$ cat config.mk
export PLATFORM = sky130hd
export DESIGN_NAME = spd_eeprom
export DESIGN_NICKNAME = d
export VERILOG_FILES = /design/src/rtl/spd_pkg.sv /design/src/rtl/spd_bus_sync.sv /design/src/rtl/spd_store.sv /design/src/rtl/spd_link.sv /design/src/rtl/spd_eeprom.sv
export SDC_FILE = /design/constraint.sdc
export NUM_CORES = 2
export LEC_CHECK = 0
export ABC_CLOCK_PERIOD_IN_PS = 5970
export BUFFER_PORTS_ARGS = -buffer_cell sky130_fd_sc_hd__buf_2
export CORE_MARGIN = 2
export CORE_UTILIZATION = 50
export CTS_BUF_LIST = sky130_fd_sc_hd__clkbuf_16
export CTS_CLUSTER_DIAMETER = 60
export DETAILED_ROUTE_END_ITERATION = 10
export PLACE_DENSITY = 0.77
export SETUP_SLACK_MARGIN = 0.02
export SLEW_MARGIN = 20
export SYNTH_ARGS = -nofsm -noshare
export SYNTH_HDL_FRONTEND = slang
export SYNTH_SLANG_ARGS = --single-unit
$ cat constraint.sdc
create_clock -name clk -period 5.97 [get_ports clk]
set_input_delay 0.2985 -clock clk [delete_from_list [all_inputs] [get_ports clk]]
set_output_delay 0.2985 -clock clk [all_outputs]
set_load 0.02 [all_outputs]
$ cat src/rtl/spd_pkg.sv
package spd_pkg;
   localparam int BYTE_W = 8;
   localparam logic [3:0] SEL_CODE = 4'b1010;

   typedef enum logic [3:0] {
      ST_IDLE,
      ST_DEV,
      ST_DEV_ACK,
      ST_ADDR,
      ST_ADDR_ACK,
      ST_WR,
      ST_WR_ACK,
      ST_RD,
      ST_RD_ACK
   } link_st_e;
endpackage

$ cat src/rtl/spd_bus_sync.sv
module spd_bus_sync #(
   parameter int STAGES = 2
) (
   input  logic clk,
   input  logic rst_n,
   input  logic scl_i,
   input  logic sda_i,
   input  logic wp_i,
   output logic scl_s,
   output logic sda_s,
   output logic wp_s,
   output logic scl_rise,
   output logic scl_fall,
   output logic start_det,
   output logic stop_det
);
   localparam int NLINE = 3;
   localparam logic [NLINE-1:0] IDLE_LVL = 3'b011;

   if (STAGES < 2 || STAGES > 4) begin : g_bad_stages
      $error("spd_bus_sync: STAGES must be 2..4");
   end

   logic [NLINE-1:0] in_vec;
   logic [NLINE-1:0] syn;
   logic [1:0]       prv_q;

   assign in_vec = {wp_i, sda_i, scl_i};

   for (genvar g = 0; g < NLINE; g++) begin : g_line
      logic [STAGES-1:0] chain_q;
      always_ff @(posedge clk or negedge rst_n) begin
         if (!rst_n) chain_q <= {STAGES{IDLE_LVL[g]}};
         else        chain_q <= {chain_q[STAGES-2:0], in_vec[g]};
      end
      assign syn[g] = chain_q[STAGES-1];
   end

   always_ff @(posedge clk or negedge rst_n) begin
      if (!rst_n) prv_q <= 2'b11;
      else        prv_q <= syn[1:0];
   end

   assign scl_s     = syn[0];
   assign sda_s     = syn[1];
   assign wp_s      = syn[2];
   assign scl_rise  = syn[0] & ~prv_q[0];
   assign scl_fall  = ~syn[0] & prv_q[0];
   assign start_det = syn[0] & prv_q[0] & prv_q[1] & ~syn[1];
   assign stop_det  = syn[0] & prv_q[0] & ~prv_q[1] & syn[1];
endmodule

$ cat src/rtl/spd_store.sv
module spd_store #(
   parameter int ADDR_W     = 8,
   parameter bit LOCK_LOWER = 1'b1
) (
   input  logic              clk,
   input  logic              wp_s,
   input  logic              wr_req,
   input  logic [ADDR_W-1:0] wr_addr,
   input  logic [7:0]        wr_data,
   input  logic              pre_en,
   input  logic [ADDR_W-1:0] pre_addr,
   input  logic [7:0]        pre_data,
   input  logic [ADDR_W-1:0] rd_addr,
   output logic [7:0]        rd_data,
   output logic              commit
);
   localparam int DEPTH = 1 << ADDR_W;

   logic [7:0] mem_q [DEPTH];
   logic       lock_hit;

   if (LOCK_LOWER) begin : g_lock
      assign lock_hit = ~wr_addr[ADDR_W-1];
   end else begin : g_open
      assign lock_hit = 1'b0;
   end

   assign commit = wr_req & ~lock_hit & ~wp_s & ~pre_en;

   always_ff @(posedge clk) begin
      if (pre_en)      mem_q[pre_addr] <= pre_data;
      else if (commit) mem_q[wr_addr]  <= wr_data;
   end

   assign rd_data = mem_q[rd_addr];
endmodule

$ cat src/rtl/spd_link.sv
module spd_link
   import spd_pkg::*;
#(
   parameter int ADDR_W = 8
) (
   input  logic              clk,
   input  logic              rst_n,
   input  logic              sda_s,
   input  logic              scl_rise,
   input  logic              scl_fall,
   input  logic              start_det,
   input  logic              stop_det,
   input  logic [2:0]        dev_sel,
   input  logic [7:0]        rd_byte,
   output logic [ADDR_W-1:0] ptr,
   output logic              wr_req,
   output logic [ADDR_W-1:0] wr_addr,
   output logic [7:0]        wr_data,
   output logic              sda_oe
);
   link_st_e            st_q;
   logic [BYTE_W-1:0]   rx_q, tx_q;
   logic [3:0]          cnt_q;
   logic                rw_q, mack_q, oe_q;
   logic [ADDR_W-1:0]   ptr_q, wr_addr_q;
   logic [7:0]          wr_data_q;
   logic                wr_req_q;
   logic                sel_hit, rx_done, tx_last;

   assign sel_hit = (rx_q[7:4] == SEL_CODE) && (rx_q[3:1] == dev_sel);
   assign rx_done = scl_fall && (cnt_q == 4'd8);
   assign tx_last = (cnt_q == 4'd7);

   always_ff @(posedge clk or negedge rst_n) begin
      if (!rst_n) begin
         st_q      <= ST_IDLE;
         rx_q      <= '0;
         tx_q      <= '0;
         cnt_q     <= '0;
         rw_q      <= 1'b0;
         mack_q    <= 1'b0;
         oe_q      <= 1'b0;
         ptr_q     <= '0;
         wr_req_q  <= 1'b0;
         wr_addr_q <= '0;
         wr_data_q <= '0;
      end else begin
         wr_req_q <= 1'b0;
         if (start_det) begin
            st_q  <= ST_DEV;
            cnt_q <= '0;
            oe_q  <= 1'b0;
         end else if (stop_det) begin
            st_q <= ST_IDLE;
            oe_q <= 1'b0;
         end else begin
            case (st_q)
               ST_DEV, ST_ADDR, ST_WR: begin
                  if (scl_rise) begin
                     rx_q  <= {rx_q[6:0], sda_s};
                     cnt_q <= cnt_q + 4'd1;
                  end else if (rx_done) begin
                     cnt_q <= '0;
                     if (st_q == ST_DEV) begin
                        if (sel_hit) begin
                           rw_q <= rx_q[0];
                           oe_q <= 1'b1;
                           st_q <= ST_DEV_ACK;
                        end else begin
                           st_q <= ST_IDLE;
                        end
                     end else if (st_q == ST_ADDR) begin
                        ptr_q <= rx_q[ADDR_W-1:0];
                        oe_q  <= 1'b1;
                        st_q  <= ST_ADDR_ACK;
                     end else begin
                        wr_req_q  <= 1'b1;
                        wr_addr_q <= ptr_q;
                        wr_data_q <= rx_q;
                        ptr_q     <= ptr_q + 1'b1;
                        oe_q      <= 1'b1;
                        st_q      <= ST_WR_ACK;
                     end
                  end
               end
               ST_DEV_ACK: begin
                  if (scl_fall) begin
                     if (rw_q) begin
                        tx_q  <= rd_byte;
                        oe_q  <= ~rd_byte[7];
                        ptr_q <= ptr_q + 1'b1;
                        cnt_q <= '0;
                        st_q  <= ST_RD;
                     end else begin
                        oe_q <= 1'b0;
                        st_q <= ST_ADDR;
                     end
                  end
               end
               ST_ADDR_ACK, ST_WR_ACK: begin
                  if (scl_fall) begin
                     oe_q <= 1'b0;
                     st_q <= ST_WR;
                  end
               end
               ST_RD: begin
                  if (scl_fall) begin
                     if (tx_last) begin
                        oe_q <= 1'b0;
                        st_q <= ST_RD_ACK;
                     end else begin
                        tx_q  <= {tx_q[6:0], 1'b0};
                        oe_q  <= ~tx_q[6];
                        cnt_q <= cnt_q + 4'd1;
                     end
                  end
               end
               ST_RD_ACK: begin
                  if (scl_rise) begin
                     mack_q <= ~sda_s;
                  end else if (scl_fall) begin
                     if (mack_q) begin
                        tx_q  <= rd_byte;
                        oe_q  <= ~rd_byte[7];
                        ptr_q <= ptr_q + 1'b1;
                        cnt_q <= '0;
                        st_q  <= ST_RD;
                     end else begin
                        st_q <= ST_IDLE;
                     end
                  end
               end
               default: ;
            endcase
         end
      end
   end

   assign ptr     = ptr_q;
   assign wr_req  = wr_req_q;
   assign wr_addr = wr_addr_q;
   assign wr_data = wr_data_q;
   assign sda_oe  = oe_q;
endmodule

$ cat src/rtl/spd_eeprom.sv
module spd_eeprom #(
   parameter int ADDR_W      = 8,
   parameter int SYNC_STAGES = 2,
   parameter bit LOCK_LOWER  = 1'b1
) (
   input  logic              clk,
   input  logic              rst_n,
   input  logic              scl,
   input  logic              sda_in,
   output logic              sda_oe,
   input  logic              wp,
   input  logic [2:0]        dev_sel,
   input  logic              pre_en,
   input  logic [ADDR_W-1:0] pre_addr,
   input  logic [7:0]        pre_data
);
   if (ADDR_W < 2 || ADDR_W > 8) begin : g_bad_aw
      $error("spd_eeprom: ADDR_W must be 2..8");
   end

   logic              scl_s, sda_s, wp_s;
   logic              scl_rise, scl_fall, start_det, stop_det;
   logic [ADDR_W-1:0] ptr, wr_addr;
   logic [7:0]        wr_data, rd_byte;
   logic              wr_req, commit;

   spd_bus_sync #(.STAGES(SYNC_STAGES)) u_sync (
      .clk      (clk),
      .rst_n    (rst_n),
      .scl_i    (scl),
      .sda_i    (sda_in),
      .wp_i     (wp),
      .scl_s    (scl_s),
      .sda_s    (sda_s),
      .wp_s     (wp_s),
      .scl_rise (scl_rise),
      .scl_fall (scl_fall),
      .start_det(start_det),
      .stop_det (stop_det)
   );

   spd_link #(.ADDR_W(ADDR_W)) u_link (
      .clk      (clk),
      .rst_n    (rst_n),
      .sda_s    (sda_s),
      .scl_rise (scl_rise & scl_s),
      .scl_fall (scl_fall),
      .start_det(start_det),
      .stop_det (stop_det),
      .dev_sel  (dev_sel),
      .rd_byte  (rd_byte),
      .ptr      (ptr),
      .wr_req   (wr_req),
      .wr_addr  (wr_addr),
      .wr_data  (wr_data),
      .sda_oe   (sda_oe)
   );

   spd_store #(.ADDR_W(ADDR_W), .LOCK_LOWER(LOCK_LOWER)) u_store (
      .clk     (clk),
      .wp_s    (wp_s),
      .wr_req  (wr_req),
      .wr_addr (wr_addr),
      .wr_data (wr_data),
      .pre_en  (pre_en),
      .pre_addr(pre_addr),
      .pre_data(pre_data),
      .rd_addr (ptr),
      .rd_data (rd_byte),
      .commit  (commit)
   );
endmodule

==> impl_results.md <==
* WL final at between 200,000 and 250,000 um
* Data arrival, critical path at about 4.7 ns
* Total GRT Usage at about a quarter
* Slew Viols, Final at 0
* Setup TNS at 0 ns
* Site row count at around 150
* Fmax at between 0.2 and 0.25 GHz
* PortBufs at 25
* Minimum clock period after layout at between 4 and 5 ns
* Final Skew at about 0.043 ns
* Crit-path leading delay family: simple AND/OR/NAND/NOR gates
* TritonCTS buffer count at around 200
* Die Wd at roughly 410 um
* Worst hold path class: input port to register
* Post-layout instance area at 92,150 sq um
* Cts hold-fix bufs at 8
* Initial antenna violation count at 9
* Ys flop type: edfxtp_1
* Critical-path cell list: nor2_1 > nand3_1 > o32ai_1 > nand2_1 > buf_4 > nor2_1
* Max Fanout on Critical Path at 24
* Relative slew margins at a little over an eighth
* DIE HEIGHT at between 400 and 500 um
* Peak supply drop at ~0.46 mV
* Post-route clock period utilization at just over 70%
* DR pass1 iterations at 6
* PD cells at 449.8 nW/um^2
* Post-route DRC at 0
* CTS tree: done
* Ports at 26
* Outcome: finished clean
* Resized Gates After CTS at 0
* Setup Fix Bufs, Post-CTS at 0
* Placement-stage cell area at about 85,000 sq um
* Most used cell, CP: nor2_1
* Unrepaired setup endpoints after global routing: no
* Critical Path Start Type: register
* Finished Layout Cells at about 6,500
* Syn avg cell area at approximately 20 sq um
* Hold Fails Final Rpt at 0
* CP Launch Point: u_sync.g_line[2].chain_q[1]
* Min-Delay Startpoint: wp
* H-tree depth at 4
* First-pass GRT wire length at between 300,000 and 400,000 um
* Pin count of the biggest net entering global routing at ~210
* Initial Util at between 50 and 60%
* Full die area at 169,000 sq um
* Clock Pin Slew Worst Setup and Hold Paths at approximately 0.060 ns
* Nets@finish at 4,167
* RD Place Congestion at roughly 0.94
* 1st-iter DRT viols at approximately 7,300
* Hold_ws at ~0.12 ns
* Fillers at approximately 12,000
* Total core area at 164,800 sq um
* Post-synth cell types at 76
* Max cap viols at 0
* Crit Path Class: register to register
* Vias at between 40,000 and 50,000
* Warnings from Yosys at 0
* Final HPWL DP at ~130,000 um
* Vias in the first global route at 43,233
* DP Cell Count at around 6,100
* Routed len/inst at ~34 um
* Leakage power total at between 0.02 and 0.03 uW
* Asr flop ratio synth at between 2 and 3%
* Req. time, crit path at approximately 6.4 ns
* CP max stage delay at just under 0.8 ns
* Element type at the critical path end: register
* Worst r2r src: u_sync.g_line[2].chain_q[1]
* Sink Count at 2,107
* Vias per cell at 6.768
* #FFs+latches synth at ~2,100
* Synthesis-to-finish area growth at 11.18%
* Root buffer cell: clkbuf_16
* CTS Buffer Depth at 3
* EDFF count, synth at 2,048
* Least-Margin Pin Slew at between 1 and 1.5 ns
* Layout cells sized above 1 at around 23%
* Post-synth net total at just over 4,000
* # setup viols final at 0
* Detail Route Antenna Nets at 0
* Mapped Area at ~83,000 sq um
* Gr ovfl total at 0
* Later-pin clock latency in the skew report at 0.85 ns
* Post-Synthesis Cells at between 4,000 and 5,000
* Register area share after synthesis at between 70% and 80%
* Buf+Inv Stages, Crit Path at 1
* CP max-delay cell: o32ai_1
## final timing paths
check                                                    to  slack (ns)  cells after the start
worst min-delay path            u_sync.g_line[2].chain_q[0]        0.12                      2
min in group asynchronous       u_sync.g_line[1].chain_q[0]        0.56                      3
max in group asynchronous                 u_link.wr_data[3]        4.05                      4
worst max register to register         u_store.mem_q[85][5]        1.70                      6
worst min register to register  u_sync.g_line[0].chain_q[1]        0.36                      0
worst max-delay path                   u_store.mem_q[85][5]        1.70                      6
## power by group
part	switching, uW	total, uW	leakage, uW	internal [uW]
Combinational	7100	11700	0.00650	4550
Clock	5560	13000	0.00339	7430
Sequential	457	16800	0.0191	16300
Total	13100	41400	0.0290	28300
## metrics by stage
step | total power, uW | util (%) | setup WS (ns)
6_report | 41450 | 55.92 | 1.703
5_1_grt | 42240 | 55.91 | 1.449
4_1_cts | 41150 | 55.88 | 1.865
3_5_place_dp | 28350 | 51.76 | 1.787
3_3_place_gp | 28240 | 51.76 | 1.963
2_1_floorplan | 24610 | - | 0.8950
## placed cells by master (no fill, tap or decap), types with 18 or more instances in the layout
cell	netlist	layout
edfxtp_1	2048	2048
mux4_2	464	464
nor2_1	302	297
clkbuf_16	0	204
nand2_1	167	159
mux2i_1	119	119
buf_4	21	75
a21oi_1	71	70
a22oi_1	62	62
o21ai_0	60	60
dfrtp_1	53	48
mux2_2	44	44
inv_1	13	41
clkinv_1	3	40
clkinv_2	0	40
nand3_1	38	38
o22ai_1	35	35
bufinv_16	0	28
a221oi_1	27	27
a31oi_1	25	25
buf_2	73	25
mux4_1	22	22
o221ai_1	21	21
nand2b_1	18	18
buf_12	7	18
## cells in the mapped netlist, types with 25 or more instances
| library cell | count | area, sq um |
|---|---|---|
| a21oi_1 | 71 | 355.3 |
| a221oi_1 | 27 | 236.5 |
| a22oi_1 | 62 | 465.5 |
| a31oi_1 | 25 | 156.4 |
| buf_2 | 73 | 365.4 |
| buf_6 | 25 | 281.5 |
| clkbuf_1 | 101 | 379.1 |
| dfrtp_1 | 53 | 1326 |
| edfxtp_1 | 2048 | 61500 |
| mux2_2 | 44 | 495.5 |
| mux2i_1 | 119 | 1191 |
| mux4_2 | 464 | 10450 |
| nand2_1 | 167 | 626.9 |
| nand3_1 | 38 | 190.2 |
| nor2_1 | 302 | 1134 |
| o21ai_0 | 60 | 300.3 |
| o22ai_1 | 35 | 219.0 |
## layout make-up
type	count	area [sq um]	share of cell area [%]
Tap cell	2189	2739	2.972
Sequential cell	2107	63000	68.36
Inverter	16	61.31	0.06653
Clock inverter	164	1605	1.742
Timing Repair Buffer	128	1167	1.267
Multi-Input combinational cell	1687	18460	20.03
Antenna cell	7	17.52	0.01901
Clock buffer	204	5105	5.539
## registers in the layout, summed over array words and instances (netlist names), 4 cells and up
register / count
u_link.cnt_q: 4
u_link.ptr: 8
u_link.rx_q: 8
u_link.st_q: 4
u_link.tx_q: 7
u_link.wr_addr: 8
u_link.wr_data: 8
u_store.mem_q: 2048
u_sync.g_line.chain_q: 6
## kinds of logic (layout without fill, tap and decap cells)
logic type      after synthesis  count (layout)  synth area share, %
flops                      2107            2107                75.99
mux                         649             649                15.34
simple gates                621             621                3.259
compound gates              410             410                3.449
buf+inv                     259             512                1.878
xor+xnor                      4               4              0.04227
fa+ha+maj                     3               3              0.04529
other cells                   0               7                    0
## routing by layer
| metal | global-route usage (%) | vias up | routed length [um] |
|---|---|---|---|
| li1 | - | 17020 | - |
| met1 | 35.00 | 22556 | 77450 |
| met2 | 38.50 | 3713 | 99660 |
| met3 | 7.749 | 701 | 29530 |
| met4 | 12.36 | 13 | 11750 |
| met5 | 0 | - | 146 |
Note: power is estimated with default switching activity, not from simulation.
